**config.mk**
```make
export PLATFORM = sky130hd
export DESIGN_NAME = dual_tc_unit
export DESIGN_NICKNAME = d
export VERILOG_FILES = /design/src/rtl/tc_pkg.sv /design/src/rtl/tc_tick_gen.sv /design/src/rtl/tc_pin_edge.sv /design/src/rtl/tc_counter.sv /design/src/rtl/dual_tc_unit.sv
export SDC_FILE = /design/constraint.sdc
export NUM_CORES = 1
export LEC_CHECK = 0
export BUFFER_PORTS_ARGS = -buffer_cell sky130_fd_sc_hd__buf_2
export CORE_UTILIZATION = 39
export DETAILED_ROUTE_END_ITERATION = 12
export PLACE_DENSITY = 0.64
export SLEW_MARGIN = 20
export SYNTH_ARGS = -nofsm -noshare
export SYNTH_HDL_FRONTEND = slang
export SYNTH_SLANG_ARGS = --single-unit
```
**constraint.sdc**
```tcl
create_clock -name clk_i -period 2.1 [get_ports clk_i]
set_input_delay 0.21 -clock clk_i [delete_from_list [all_inputs] [get_ports clk_i]]
set_output_delay 0.21 -clock clk_i [all_outputs]
set_load 0.05 [all_outputs]
```
**src/rtl/tc_pkg.sv**
```systemverilog
package tc_pkg;
  typedef enum logic [1:0] {
    MODE_W13    = 2'b00,
    MODE_W16    = 2'b01,
    MODE_RELOAD = 2'b10,
    MODE_SPLIT  = 2'b11
  } tc_mode_e;

  typedef struct packed {
    logic     gate;
    logic     ext_src;
    tc_mode_e mode;
  } tc_cfg_t;

  localparam int unsigned CFG_W = $bits(tc_cfg_t);

  localparam logic [2:0] ADDR_CFG   = 3'd0;
  localparam logic [2:0] ADDR_CTRL  = 3'd1;
  localparam logic [2:0] ADDR_T0_LO = 3'd2;
  localparam logic [2:0] ADDR_T0_HI = 3'd3;
  localparam logic [2:0] ADDR_T1_LO = 3'd4;
  localparam logic [2:0] ADDR_T1_HI = 3'd5;
endpackage

```
**src/rtl/tc_tick_gen.sv**
```systemverilog
module tc_tick_gen #(
  parameter int unsigned DIV = 12
) (
  input  logic clk_i,
  input  logic rst_ni,
  output logic tick_o
);
  localparam int unsigned CW = (DIV > 1) ? $clog2(DIV) : 1;

  logic [CW-1:0] cnt_q;

  assign tick_o = (cnt_q == CW'(DIV - 1));

  always_ff @(posedge clk_i or negedge rst_ni) begin
    if (!rst_ni)     cnt_q <= '0;
    else if (tick_o) cnt_q <= '0;
    else             cnt_q <= cnt_q + 1'b1;
  end


  tick_gap_chk: assert property (@(posedge clk_i) disable iff (!rst_ni)
    tick_o |=> !tick_o);
endmodule

```
**src/rtl/tc_pin_edge.sv**
```systemverilog
module tc_pin_edge (
  input  logic clk_i,
  input  logic rst_ni,
  input  logic sample_i,
  input  logic pin_i,
  output logic fall_o
);
  logic last_q;

  always_ff @(posedge clk_i or negedge rst_ni) begin
    if (!rst_ni)       last_q <= 1'b0;
    else if (sample_i) last_q <= pin_i;
  end

  assign fall_o = sample_i & last_q & ~pin_i;

  // an edge consumes the high sample, so the next one needs a fresh high
  fall_rearm_chk: assert property (@(posedge clk_i) disable iff (!rst_ni)
    fall_o |=> !last_q);
endmodule

```
**src/rtl/tc_counter.sv**
```systemverilog
module tc_counter
  import tc_pkg::*;
#(
  parameter int unsigned BW       = 8,
  parameter bit          SPLIT_OK = 1'b0
) (
  input  logic          clk_i,
  input  logic          rst_ni,
  input  tc_mode_e      mode_i,
  input  logic          inc_i,
  input  logic          inc_hi_i,
  input  logic          wr_lo_i,
  input  logic          wr_hi_i,
  input  logic [BW-1:0] wdata_i,
  output logic [BW-1:0] lo_o,
  output logic [BW-1:0] hi_o,
  output logic          ovf_o,
  output logic          ovf_hi_o
);
  localparam int unsigned W13_LO = 5;

  logic [BW-1:0] lo_q, hi_q, lo_d, hi_d;
  logic          split, wr_any;

  if (SPLIT_OK) begin : g_split
    assign split = (mode_i == MODE_SPLIT);
  end else begin : g_nosplit
    assign split = 1'b0;
  end

  assign wr_any = wr_lo_i | wr_hi_i;

  always_comb begin
    lo_d     = lo_q;
    hi_d     = hi_q;
    ovf_o    = 1'b0;
    ovf_hi_o = 1'b0;
    if (wr_any) begin
      if (wr_lo_i) lo_d = wdata_i;
      if (wr_hi_i) hi_d = wdata_i;
    end else if (split) begin
      if (inc_i) begin
        lo_d  = lo_q + 1'b1;
        ovf_o = &lo_q;
      end
      if (inc_hi_i) begin
        hi_d     = hi_q + 1'b1;
        ovf_hi_o = &hi_q;
      end
    end else if (inc_i) begin
      unique case (mode_i)
        MODE_W13: begin
          lo_d[W13_LO-1:0] = lo_q[W13_LO-1:0] + 1'b1;
          if (&lo_q[W13_LO-1:0]) begin
            hi_d  = hi_q + 1'b1;
            ovf_o = &hi_q;
          end
        end
        MODE_W16: begin
          {hi_d, lo_d} = {hi_q, lo_q} + 1'b1;
          ovf_o        = &{hi_q, lo_q};
        end
        MODE_RELOAD: begin
          if (&lo_q) begin
            lo_d  = hi_q;
            ovf_o = 1'b1;
          end else begin
            lo_d = lo_q + 1'b1;
          end
        end
        default: ;  // split on an engine that cannot split: hold
      endcase
    end
  end

  always_ff @(posedge clk_i or negedge rst_ni) begin
    if (!rst_ni) begin
      lo_q <= '0;
      hi_q <= '0;
    end else begin
      lo_q <= lo_d;
      hi_q <= hi_d;
    end
  end

  assign lo_o = lo_q;
  assign hi_o = hi_q;


  wr_lo_win_chk: assert property (@(posedge clk_i) disable iff (!rst_ni)
    wr_lo_i |=> lo_q == $past(wdata_i));


  w16_step_chk: assert property (@(posedge clk_i) disable iff (!rst_ni)
    (!wr_any && mode_i == MODE_W16 && inc_i && !(&{hi_q, lo_q}))
    |=> {hi_q, lo_q} == $past({hi_q, lo_q}) + 1'b1);


  reload_chk: assert property (@(posedge clk_i) disable iff (!rst_ni)
    (!wr_any && mode_i == MODE_RELOAD && inc_i && &lo_q)
    |=> (lo_q == $past(hi_q)) && $stable(hi_q));


  w13_upper_chk: assert property (@(posedge clk_i) disable iff (!rst_ni)
    (!wr_any && mode_i == MODE_W13) |=> $stable(lo_q[BW-1:W13_LO]));

  if (!SPLIT_OK) begin : g_hold_chk

    split_hold_chk: assert property (@(posedge clk_i) disable iff (!rst_ni)
      (!wr_any && mode_i == MODE_SPLIT) |=> $stable(lo_q) && $stable(hi_q));
  end
endmodule

```
**src/rtl/dual_tc_unit.sv**
```systemverilog
module dual_tc_unit
  import tc_pkg::*;
#(
  parameter int unsigned CLK_PER_MC = 12,
  parameter int unsigned AW         = 3,
  parameter int unsigned DW         = 8
) (
  input  logic          clk_i,
  input  logic          rst_ni,
  input  logic          wr_en_i,
  input  logic [AW-1:0] addr_i,
  input  logic [DW-1:0] wdata_i,
  output logic [DW-1:0] rdata_o,
  input  logic [1:0]    cnt_pin_i,
  input  logic [1:0]    gate_pin_i,
  input  logic [1:0]    ack_i,
  output logic [1:0]    ovf_o
);
  localparam int unsigned NT = 2;

  tc_cfg_t       cfg_q [NT];
  logic [NT-1:0] run_q, flag_q, evt, fall, en, inc, inc_hi, ovf_lo, ovf_hi;
  logic [NT-1:0] wr_lo, wr_hi;
  logic [DW-1:0] lo_w [NT];
  logic [DW-1:0] hi_w [NT];
  logic          tick, split0, wr_cfg, wr_ctrl;

  tc_tick_gen #(.DIV(CLK_PER_MC)) u_tick (
    .clk_i (clk_i),
    .rst_ni(rst_ni),
    .tick_o(tick)
  );

  assign wr_cfg  = wr_en_i && (addr_i == AW'(ADDR_CFG));
  assign wr_ctrl = wr_en_i && (addr_i == AW'(ADDR_CTRL));
  assign wr_lo[0] = wr_en_i && (addr_i == AW'(ADDR_T0_LO));
  assign wr_hi[0] = wr_en_i && (addr_i == AW'(ADDR_T0_HI));
  assign wr_lo[1] = wr_en_i && (addr_i == AW'(ADDR_T1_LO));
  assign wr_hi[1] = wr_en_i && (addr_i == AW'(ADDR_T1_HI));
  assign split0   = (cfg_q[0].mode == MODE_SPLIT);

  for (genvar k = 0; k < NT; k++) begin : g_eng
    tc_pin_edge u_edge (
      .clk_i   (clk_i),
      .rst_ni  (rst_ni),
      .sample_i(tick),
      .pin_i   (cnt_pin_i[k]),
      .fall_o  (fall[k])
    );

    assign en[k]     = run_q[k] && (!cfg_q[k].gate || gate_pin_i[k]);
    assign inc[k]    = en[k] && (cfg_q[k].ext_src ? fall[k] : tick);
    assign inc_hi[k] = (k == 0) ? (tick & run_q[1]) : 1'b0;

    tc_counter #(.BW(DW), .SPLIT_OK(k == 0)) u_cnt (
      .clk_i   (clk_i),
      .rst_ni  (rst_ni),
      .mode_i  (cfg_q[k].mode),
      .inc_i   (inc[k]),
      .inc_hi_i(inc_hi[k]),
      .wr_lo_i (wr_lo[k]),
      .wr_hi_i (wr_hi[k]),
      .wdata_i (wdata_i),
      .lo_o    (lo_w[k]),
      .hi_o    (hi_w[k]),
      .ovf_o   (ovf_lo[k]),
      .ovf_hi_o(ovf_hi[k])
    );

    always_ff @(posedge clk_i or negedge rst_ni) begin
      if (!rst_ni)       flag_q[k] <= 1'b0;
      else if (evt[k])   flag_q[k] <= 1'b1;
      else if (ack_i[k]) flag_q[k] <= 1'b0;
    end


    flag_set_chk: assert property (@(posedge clk_i) disable iff (!rst_ni)
      evt[k] |=> ovf_o[k]);

    flag_clr_chk: assert property (@(posedge clk_i) disable iff (!rst_ni)
      (ack_i[k] && !evt[k]) |=> !ovf_o[k]);
  end

  // engine 1 wraps are masked while engine 0 borrows flag 1
  assign evt[0] = ovf_lo[0];
  assign evt[1] = split0 ? ovf_hi[0] : (ovf_lo[1] | ovf_hi[1]);

  always_ff @(posedge clk_i or negedge rst_ni) begin
    if (!rst_ni) begin
      cfg_q[0] <= '0;
      cfg_q[1] <= '0;
      run_q    <= '0;
    end else begin
      if (wr_cfg) begin
        cfg_q[0] <= tc_cfg_t'(wdata_i[CFG_W-1:0]);
        cfg_q[1] <= tc_cfg_t'(wdata_i[2*CFG_W-1:CFG_W]);
      end
      if (wr_ctrl) run_q <= wdata_i[NT-1:0];
    end
  end

  always_comb begin
    rdata_o = '0;
    unique case (addr_i)
      AW'(ADDR_CFG):   rdata_o = {cfg_q[1], cfg_q[0]};
      AW'(ADDR_CTRL):  rdata_o = {2'b00, flag_q, 2'b00, run_q};
      AW'(ADDR_T0_LO): rdata_o = lo_w[0];
      AW'(ADDR_T0_HI): rdata_o = hi_w[0];
      AW'(ADDR_T1_LO): rdata_o = lo_w[1];
      AW'(ADDR_T1_HI): rdata_o = hi_w[1];
      default:         rdata_o = '0;
    endcase
  end

  assign ovf_o = flag_q;


  t1_stall_chk: assert property (@(posedge clk_i) disable iff (!rst_ni)
    (!en[1] && !wr_lo[1] && !wr_hi[1]) |=> $stable(lo_w[1]) && $stable(hi_w[1]));


  split_hi_chk: assert property (@(posedge clk_i) disable iff (!rst_ni)
    (split0 && tick && run_q[1] && !wr_lo[0] && !wr_hi[0])
    |=> hi_w[0] == $past(hi_w[0]) + 1'b1);
endmodule

```
==> flow_summary_export.csv, run 1 <==
group,metric,value,unit
run_status,status,"finished clean",
grt,grt_pass1_vias,3919,
yosys,synth_fa_ha_area_share,4.85,%
grt,grt_overflow_total,0,
yosys,synthSimpleGateAreaFrac,23.4,%
detailed_routing,vias_per_cell,6.14,
sta,clock_skew,15.8,ps
yosys,ys_top_cells_by_area,"dfrtp_1, ha_1, nand2_1, nor2_1, a21oi_1",
cells_and_area,drive_gt1_share,22.5,%
power,intPower,0.00248,W
yosys,ys.flop_type,"dfrtp_1",
worst_setup_path,path_max_fanout,7,
sta,achievable-frequency,500,MHz
sta,rsz0062_at_grt,"false",
cts,clkTransAtPathRegs,100,ps
power,p_switching,0.00194,W
floorplanning,rows,35,
cells_and_area,final_cells,666,
yosys,synth.distinct_cells,64,
sta,worst_pin_slew,590,ps
cts,cts_made_buffers,5,
cts,htree_num_levels,2,
hold_path,hold_class,"input pin to flip-flop",
detailed_routing,drt_iter0_markers,263,
worst_setup_path,cp.arrival,2200,ps
place,dp_hpwl,10000,um
yosys,yosysMostFrequentCell,"dfrtp_1",
floorplanning,die_y,102,um
detailed_routing,postRouteAntennaNets,0,
yosys,synthTopCellsByCount,"dfrtp_1, nand2_1, nor2_1",
worst_setup_path,start_kind,"flip-flop",
yosys,syn_nets,505,
yosys,avgSynthCellArea,8.23,um^2
cts,clkLatencyLatePin,310,ps
yosys,synth_edf_count,0,
power,ir_drop,0.000401,V
yosys,syn-cell-area,0.00387,mm^2
sta,maxSlewHeadroom,60.7,%
place,io_buffers,29,
sta,min_period,2000,ps
floorplanning,dieArea,0.0103,mm^2
detailed_routing,drt_wl_total,12900,um
worst_setup_path,crit_type,"flip-flop to flip-flop",
grt,track_usage,26.5,%
yosys,synth-compound-area-share,27.5,%
yosys,synth_top_family_by_area,"compound AO/OA/AOI/OAI gates",
sta,hold_viol,0,
yosys,synthXorXnorAreaFrac,0.905,%
yosys,synthArstFlopShare,100,%
power,seq_power_share,37.6,%
power,power_density,946,mW/mm^2
yosys,synth-seq-cells,50,
grt,antenna_found_initial,0,
sta,setup_tns,0,ps
detailed_routing,drt_pre_antenna_iters,5,
power,combPwrFrac,46.6,%
floorplanning,core,0.00942,mm^2
detailed_routing,num_vias,4086,
run,maxCapViolations,0,
grt,grt_pass1_wl,21000,um
cts,clockBufferDepth,2,
floorplanning,die_x,102,um
detailed_routing,drcViolationCount,0,
grt,grt_max_degree,29,
cells_and_area,fill_cells,917,
power,p_leak,1.96,nW
power,swShare,43.9,%
cells_and_area,diodes,0,
place,dp_slack,13.1,ps
place,placedCellCount,656,
cts,cts_tree,"yes",
yosys,muxShareOfSynthArea,5.98,%
sta,fin_crit_sh,95.3,%
place,place_congestion,0.986,
worst_setup_path,worstPathRequired,2300,ps
detailed_routing,routedWlPerCell,19.4,um
sta,maxSlewViolCount,0,
yosys,netlist.area_leader.share,32.3,%
cells_and_area,syn_to_final_growth,20.7,%
worst_setup_path,endpoint_kind,"flip-flop",
cts,clock-root-buffer,"clkbuf_8",
cts,cts_sinks,50,
power,clkPwrFrac,15.8,%
yosys,synth_seq_area_share,32.3,%
cells_and_area,nets,571,
power,power,0.00442,W
sta,setup_viol,0,
yosys,synthCells,470,
yosys,synth_area_leader_cell,"dfrtp_1",
floorplanning,pin_count,30,
floorplanning,floorplan.initialDensity,41.1,%
sta,post-route-worst-setup-slack,99.2,ps
yosys,yosys_warnings,0,
## path summary, 6_finish.rpt
check	startpoint	end	slack, ps	cells past startpoint
max in group asynchronous	rst_ni	g_eng[0].u_cnt.hi_o[1]	1110	3
min in group asynchronous	rst_ni	g_eng[1].u_cnt.lo_o[5]	410	2
worst min-delay path	ack_i[0]	ovf_o[0]	60	2
worst max-delay path	cfg_q[4]	g_eng[0].u_cnt.lo_o[2]	100	6
worst max register to register	cfg_q[4]	g_eng[0].u_cnt.lo_o[2]	100	6
worst min register to register	u_tick.cnt_q[0]	u_tick.cnt_q[0]	480	1
## flip-flops by register name, summed over array words and instances, names as in the netlist
name	cells
ovf_o	2
g_eng.u_cnt.lo_o	16
run_q	2
g_eng.u_edge.last_q	2
cfg_q	8
u_tick.cnt_q	4
g_eng.u_cnt.hi_o	16
## metrics by stage
stage          hold WS, ps  util, %  instance area [um^2]
3_5_place_dp           240     47.8                  4500
2_1_floorplan        -85.6        -                  3880
4_1_cts               62.2     49.1                  4620
6_report              62.3     49.6                  4670
5_1_grt               90.8     49.6                  4670
3_3_place_gp           234     47.8                  4500
## power by group through the flow
stage               Clock [W]  Sequential [W]  Combinational, W
floorplan                   0         0.00153           0.00132
global placement            0         0.00166           0.00197
detailed placement          0         0.00167           0.00200
CTS                  0.000727         0.00165           0.00202
global route         0.000754         0.00169           0.00226
finish               0.000700         0.00166           0.00206
## layer usage
| layer | share of wire, % | global-route usage (%) |
|---|---|---|
| met4 | 3.0 | 10.8 |
| met3 | 6.9 | 3.31 |
| met1 | 43 | 35.9 |
| met5 | 0 | 0 |
| met2 | 47 | 42.7 |
## what timing repair did
| item | CTS | global route |
|---|---|---|
| resized for setup | 1 | 12 |
| endpoints found under the hold margin | 22 | 0 |
| setup buffers | 0 | 1 |
| hold buffers | 1 | 0 |
| endpoints found under the setup margin | 2 | 20 |
| gates cloned | 0 | 0 |
| pin swaps | 0 | 1 |
## placed cells by master, fill, tap and decap left out, types with 3 or more instances in the layout
| cell | count |
|---|---|
| o21ai_0 | 19 |
| o32ai_1 | 5 |
| buf_2 | 29 |
| a21oi_1 | 29 |
| nor3b_1 | 3 |
| a22oi_1 | 4 |
| ha_1 | 13 |
| nor4_1 | 3 |
| o31a_1 | 3 |
| nand4_1 | 6 |
| buf_4 | 54 |
| a41oi_1 | 3 |
| a221oi_1 | 8 |
| nand2b_1 | 5 |
| mux2_2 | 9 |
| and3b_1 | 3 |
| nand2_1 | 49 |
| o31ai_1 | 7 |
| and3_1 | 8 |
| nand3_1 | 25 |
| o22ai_1 | 6 |
| a31oi_1 | 21 |
| nor2b_1 | 3 |
| o22a_1 | 10 |
| or2_2 | 4 |
| xnor2_1 | 4 |
| inv_1 | 24 |
| o21ai_1 | 3 |
| dfrtp_1 | 50 |
| nor2_1 | 40 |
| and2_1 | 3 |
| mux2i_1 | 13 |
| nor3_1 | 12 |
| a311oi_1 | 3 |
| clkbuf_8 | 5 |
## cell type report
| cell class | count | area [um^2] | area share, % |
|---|---|---|---|
| Clock inverter | 2 | 37.5 | 0.804 |
| Inverter | 24 | 90.1 | 1.93 |
| Sequential cell | 50 | 1250 | 26.8 |
| Clock buffer | 6 | 72.6 | 1.55 |
| Multi-Input combinational cell | 370 | 2480 | 53.0 |
| Tap cell | 129 | 161 | 3.46 |
| Timing Repair Buffer | 85 | 581 | 12.4 |
## cells by family after synthesis
logic type | count (synthesis)
DFF | 50
adders and majority gates | 15
AOI/OAI and AO/OA | 151
muxes | 22
xor gates and xnor gates | 4
buffers and inverters | 50
and+or+nand+nor | 178
## critical path: stages (launching register included)
cell	delay [ps]
dfrtp_1	410
inv_1	90
ha_1	300
or4_1	540
a31oi_2	300
a31oi_1	100
a21o_1	160
Power figures use the tool's default switching activity.
==> inputs of run 2 (changes only) <==
Settings changed: CORE_UTILIZATION 39 to 55, PLACE_DENSITY 0.64 to 0.83.
==> flow_summary_export.csv, run 2 (synthesis gave the netlist of run 1 again) <==
group,metric,value,unit
worst_setup_path,r2r-end,"g_eng[0].u_cnt.lo_o[2]",
grt,antenna_found_initial,0,
detailed_routing,postRouteAntennaNets,0,
run_status,status,"finished clean",
cells_and_area,diodes,0,
place,dp_hpwl,9640,um
detailed_routing,routedWlPerCell,20.1,um
worst_setup_path,worstPathRequired,2310,ps
detailed_routing,num_vias,4135,
worst_setup_path,rr_worst_depth,5,
sta,maxSlewHeadroom,61.6,%
power,power_density,958,mW/mm^2
power,power,0.00440,W
grt,grt_pass1_vias,3988,
floorplanning,core,0.00679,mm^2
worst_setup_path,start_kind,"flip-flop",
cts,htree_num_levels,2,
cts,cts_made_buffers,5,
worst_setup_path,slowest_delay,580,ps
cells_and_area,final_cells,629,
power,ir_drop,0.000573,V
detailed_routing,vias_per_cell,6.57,
cts,cts_sinks,50,
cells_and_area,seq_area,0.00125,mm^2
cells_and_area,syn_to_final_growth,18.7,%
floorplanning,rows,30,
sta,maxSlewViolCount,0,
cells_and_area,nets,567,
sta,worst_pin_slew,576,ps
floorplanning,pin_count,30,
worst_setup_path,r2r_slack,80,ps
sta,fin_crit_sh,96.0,%
worst_setup_path,endpoint,"g_eng[0].u_cnt.lo_o[2]",
run,maxCapViolations,0,
place,place_area,0.00443,mm^2
worst_setup_path,crit_type,"flip-flop to flip-flop",
worst_setup_path,path_cells,"ha_1, or4_1, a31oi_2, a31oi_1, a21o_1",
worst_setup_path,endpoint_kind,"flip-flop",
cells_and_area,drive_gt1_share,21.6,%
cells_and_area,final_cell_mix,"dfrtp_1, buf_4, nand2_1",
grt,grt_pass1_wl,20200,um
cells_and_area,finalInstanceArea,0.00459,mm^2
floorplanning,die_x,85.9,um
place,place_congestion,1.01,
sta,clock_skew,7.46,ps
cts,clock-root-buffer,"clkbuf_8",
hold_path,holdPathStages,2,
grt,track_usage,35.6,%
detailed_routing,drt_pre_antenna_iters,5,
grt,grt_overflow_total,0,
worst_setup_path,path_max_fanout,10,
cts,clkTransAtPathRegs,100,ps
cells_and_area,fill_cells,571,
cts,clockBufferDepth,2,
grt,grt_max_degree,31,
cells_and_area,final_util,67.6,%
cts,cts_tree,"yes",
sta,hold_viol,0,
detailed_routing,drt_wl_total,12600,um
worst_setup_path,critPathLaunch,"cfg_q[4]",
floorplanning,die_y,85.9,um
detailed_routing,drt_iter0_markers,315,
cells_and_area,multi_input_area,0.00247,mm^2
hold_path,hold_class,"input pin to flip-flop",
floorplanning,floorplan.initialDensity,57.0,%
sta,achievable-frequency,496,MHz
worst_setup_path,crit_slowest_cell,"or4_1",
detailed_routing,drcViolationCount,0,
sta,setup_viol,0,
sta,min_period,2020,ps
place,io_buffers,29,
power,p_leak,1.94,nW
cts,clkLatencyLatePin,310,ps
floorplanning,dieArea,0.00738,mm^2
worst_setup_path,r2r-start,"cfg_q[4]",
worst_setup_path,cp.arrival,2230,ps
place,placedCellCount,618,
[run 2: cell types whose count changed in the layout (fill, tap and decap cells not counted)]
cell / before / now
ha_1: 13 / 14
nor4_1: 3 / 2
o21ai_0: 19 / 20
and2_2: 0 / 1
a22oi_1: 4 / 6
ha_2: 2 / 1
and2_4: 1 / 0
o21ai_1: 3 / 2
a22oi_2: 2 / 0
nor4_2: 0 / 1
buf_4: 54 / 50
[run 2: area by class of cell]
type	count	area share (%)
repair buffers	81	12.0
inverters	24	1.96
well taps	96	2.62
multi-input cells	370	53.8
clock buffers	6	1.58
clock inverters	2	0.817
flip-flops and latches	50	27.2
[run 2: worst min-delay path by stage]
stage / slack (ps) / from / end
finish: 80 / ack_i[0] / ovf_o[0]
global route: 100 / ack_i[0] / ovf_o[0]
CTS: 70 / ack_i[0] / ovf_o[0]
detailed placement: 220 / rst_ni / g_eng[1].u_cnt.lo_o[5]
global placement: 210 / rst_ni / g_eng[1].u_cnt.lo_o[5]
floorplan: -90 / rst_ni / cfg_q[0]
[run 2: per-layer routing]
layer	vias up	global-route usage (%)	share of wire, %
li1	1898	-	-
met1	1997	45.5	42
met2	198	59.2	47
met3	42	5.97	6.7
met4	0	15.5	3.7
met5	-	0	0
[run 2: where the power goes]
part / total [W] / switching (W) / internal, W
Clock: 0.000713 / 0.000356 / 0.000356
Combinational: 0.00204 / 0.00117 / 0.000868
Sequential: 0.00165 / 0.000415 / 0.00123
[run 2: critical path: cells and delay by family (launching register included)]
kind	cells	cell delay [ps]
adders and majority gates	1	340
and+or+nand+nor	1	580
DFF	1	430
AOI/OAI and AO/OA	3	570
[run 2: per-stage QoR]
step           hold WS, ps  setup slack [ps]  setup TNS, ps
3_3_place_gp           214              98.8              0
6_report              75.3              84.5              0
4_1_cts               73.3              4.21              0
5_1_grt               98.1             -32.3          -67.5
2_1_floorplan        -85.6              55.7              0
3_5_place_dp           219             -10.1          -10.1
[run 2: timing repair]
item                                   CTS  global route
pin swaps                                0             2
hold buffers                             1             0
setup endpoints to repair                2            13
resized for setup                        1             8
endpoints found under the hold margin   20             0
buffers inserted                         0             2
==> inputs of run 3 (changes only) <==
Settings changed: CELL_PAD_IN_SITES_DETAIL_PLACEMENT set to 1, CELL_PAD_IN_SITES_GLOBAL_PLACEMENT set to 1, CORE_UTILIZATION 55 to 42, PLACE_DENSITY 0.83 to 0.84.
==> flow_summary_export.csv, run 3 (synthesis gave the netlist of run 1 again) <==
group,metric,value,unit
run_status,status,"finished, violations left",
run_status,violations,"DRC, setup timing",
detailed_routing,num_vias,4301,
cells_and_area,nets,569,
sta,worst_pin_slew,584,ps
place,io_buffers,29,
floorplanning,dieArea,0.00960,mm^2
grt,grt_overflow_total,0,
sta,hold_viol,0,
power,power_density,957,mW/mm^2
power,ir_drop,0.000477,V
grt,antenna_found_initial,0,
cts,clock-root-buffer,"clkbuf_8",
grt,grt_max_degree,30,
sta,maxSlewViolCount,0,
sta,post-route-worst-setup-slack,-113,ps
floorplanning,core,0.00881,mm^2
worst_setup_path,path_max_fanout,4,
floorplanning,pin_count,30,
detailed_routing,drt_iter0_markers,382,
cells_and_area,seq_area,0.00125,mm^2
detailed_routing,postRouteAntennaNets,0,
place,dp_hpwl,11200,um
grt,grt_pass1_vias,4410,
worst_setup_path,start_kind,"flip-flop",
floorplanning,die_x,98.0,um
sta,clock_skew,10.4,ps
worst_setup_path,cp.arrival,2400,ps
power,power,0.00444,W
sta,setup_viol,4,
detailed_routing,routedWlPerCell,23.6,um
cells_and_area,drive_gt1_share,22.8,%
cells_and_area,final_cell_mix,"buf_4, nand2_1, dfrtp_1",
place,dp_slack,-28.4,ps
sta,fin_crit_sh,105,%
cells_and_area,fill_cells,1086,
worst_setup_path,crit_type,"flip-flop to flip-flop",
cts,htree_num_levels,2,
sta,min_period,2210,ps
hold_path,hold_class,"input pin to flip-flop",
cts,clkLatencyLatePin,310,ps
grt,track_usage,31.8,%
power,p_leak,1.95,nW
sta,achievable-frequency,452,MHz
cells_and_area,syn_to_final_growth,19.8,%
detailed_routing,drt_pre_antenna_iters,9,
floorplanning,floorplan.initialDensity,43.9,%
cts,cts_made_buffers,5,
detailed_routing,drt_wl_total,15100,um
cells_and_area,diodes,0,
cells_and_area,layout_commonest_cell,"buf_4",
cells_and_area,multi_input_area,0.00251,mm^2
worst_setup_path,endpoint_kind,"flip-flop",
detailed_routing,vias_per_cell,6.70,
sta,maxSlewHeadroom,61.1,%
place,place_congestion,0.926,
grt,grt_pass1_wl,23900,um
cts,clkTransAtPathRegs,110,ps
run,maxCapViolations,0,
cts,cts_sinks,50,
detailed_routing,drcViolationCount,1,
floorplanning,rows,34,
cts,clockBufferDepth,2,
cts,cts_tree,"yes",
floorplanning,die_y,98.0,um
worst_setup_path,worstPathRequired,2290,ps
[run 3: through the flow]
stage	std cells	setup TNS [ps]	hold slack, ps	cell area, um^2	utilization [%]
after CTS	636	0	62.1	4530	51.4
final	642	-140	77.2	4640	52.7
after global routing	642	-440	56.9	4640	52.7
after detailed placement	628	-37.1	240	4430	50.3
after floorplan	470	0	-85.6	3880	-
after global placement	628	0	230	4430	50.3
[run 3: where the power goes]
group,internal [W],leakage [nW],total (W),switching [W]
Sequential,0.00123,0.607,0.00171,0.000476
Combinational,0.000900,1.30,0.00214,0.00124
Clock,0.000229,0.0362,0.000587,0.000358
[run 3: critical path, stage by stage, from the launching register on]
cell	delay [ps]
dfrtp_1	450
inv_1	160
ha_1	230
inv_1	90
o21ai_1	350
buf_4	200
nand2_1	60
o311ai_0	400
o21ai_1	140
[run 3: final timing paths]
check / start / end / slack (ps) / cells past startpoint
worst max-delay path: cfg_q[1] / g_eng[1].u_cnt.hi_o[6] / -110 / 8
worst min-delay path: ack_i[0] / ovf_o[0] / 80 / 2
worst max register to register: cfg_q[1] / g_eng[1].u_cnt.hi_o[6] / -110 / 8
worst min register to register: g_eng[1].u_edge.last_q / g_eng[1].u_edge.last_q / 540 / 1
max in group asynchronous: rst_ni / g_eng[1].u_cnt.lo_o[3] / 1110 / 3
min in group asynchronous: rst_ni / g_eng[1].u_cnt.lo_o[5] / 410 / 2
[run 3: repair_timing]
item                                   CTS  global route
resized for setup                        1            16
endpoints found under the hold margin   21             0
setup endpoints to repair                3            25
setup buffers                            0             6
hold buffers                             1             0
pin swaps                                2             2
[run 3: per-layer routing]
layer	vias to the layer above	GRT usage, %	wire, um
li1	1903	-	-
met2	204	53.2	7240
met1	2145	42.3	6320
met4	0	10.8	506
met3	49	4.37	1080
met5	-	0	0
[run 3: cell type report]
| type | count | area share, % |
|---|---|---|
| tap | 108 | 2.91 |
| timing repair buffer | 83 | 12.2 |
| clock inverter | 2 | 0.324 |
| sequential | 50 | 27.0 |
| multi-input combinational | 370 | 54.1 |
| clock buffer | 5 | 1.48 |
| inverter | 24 | 1.94 |
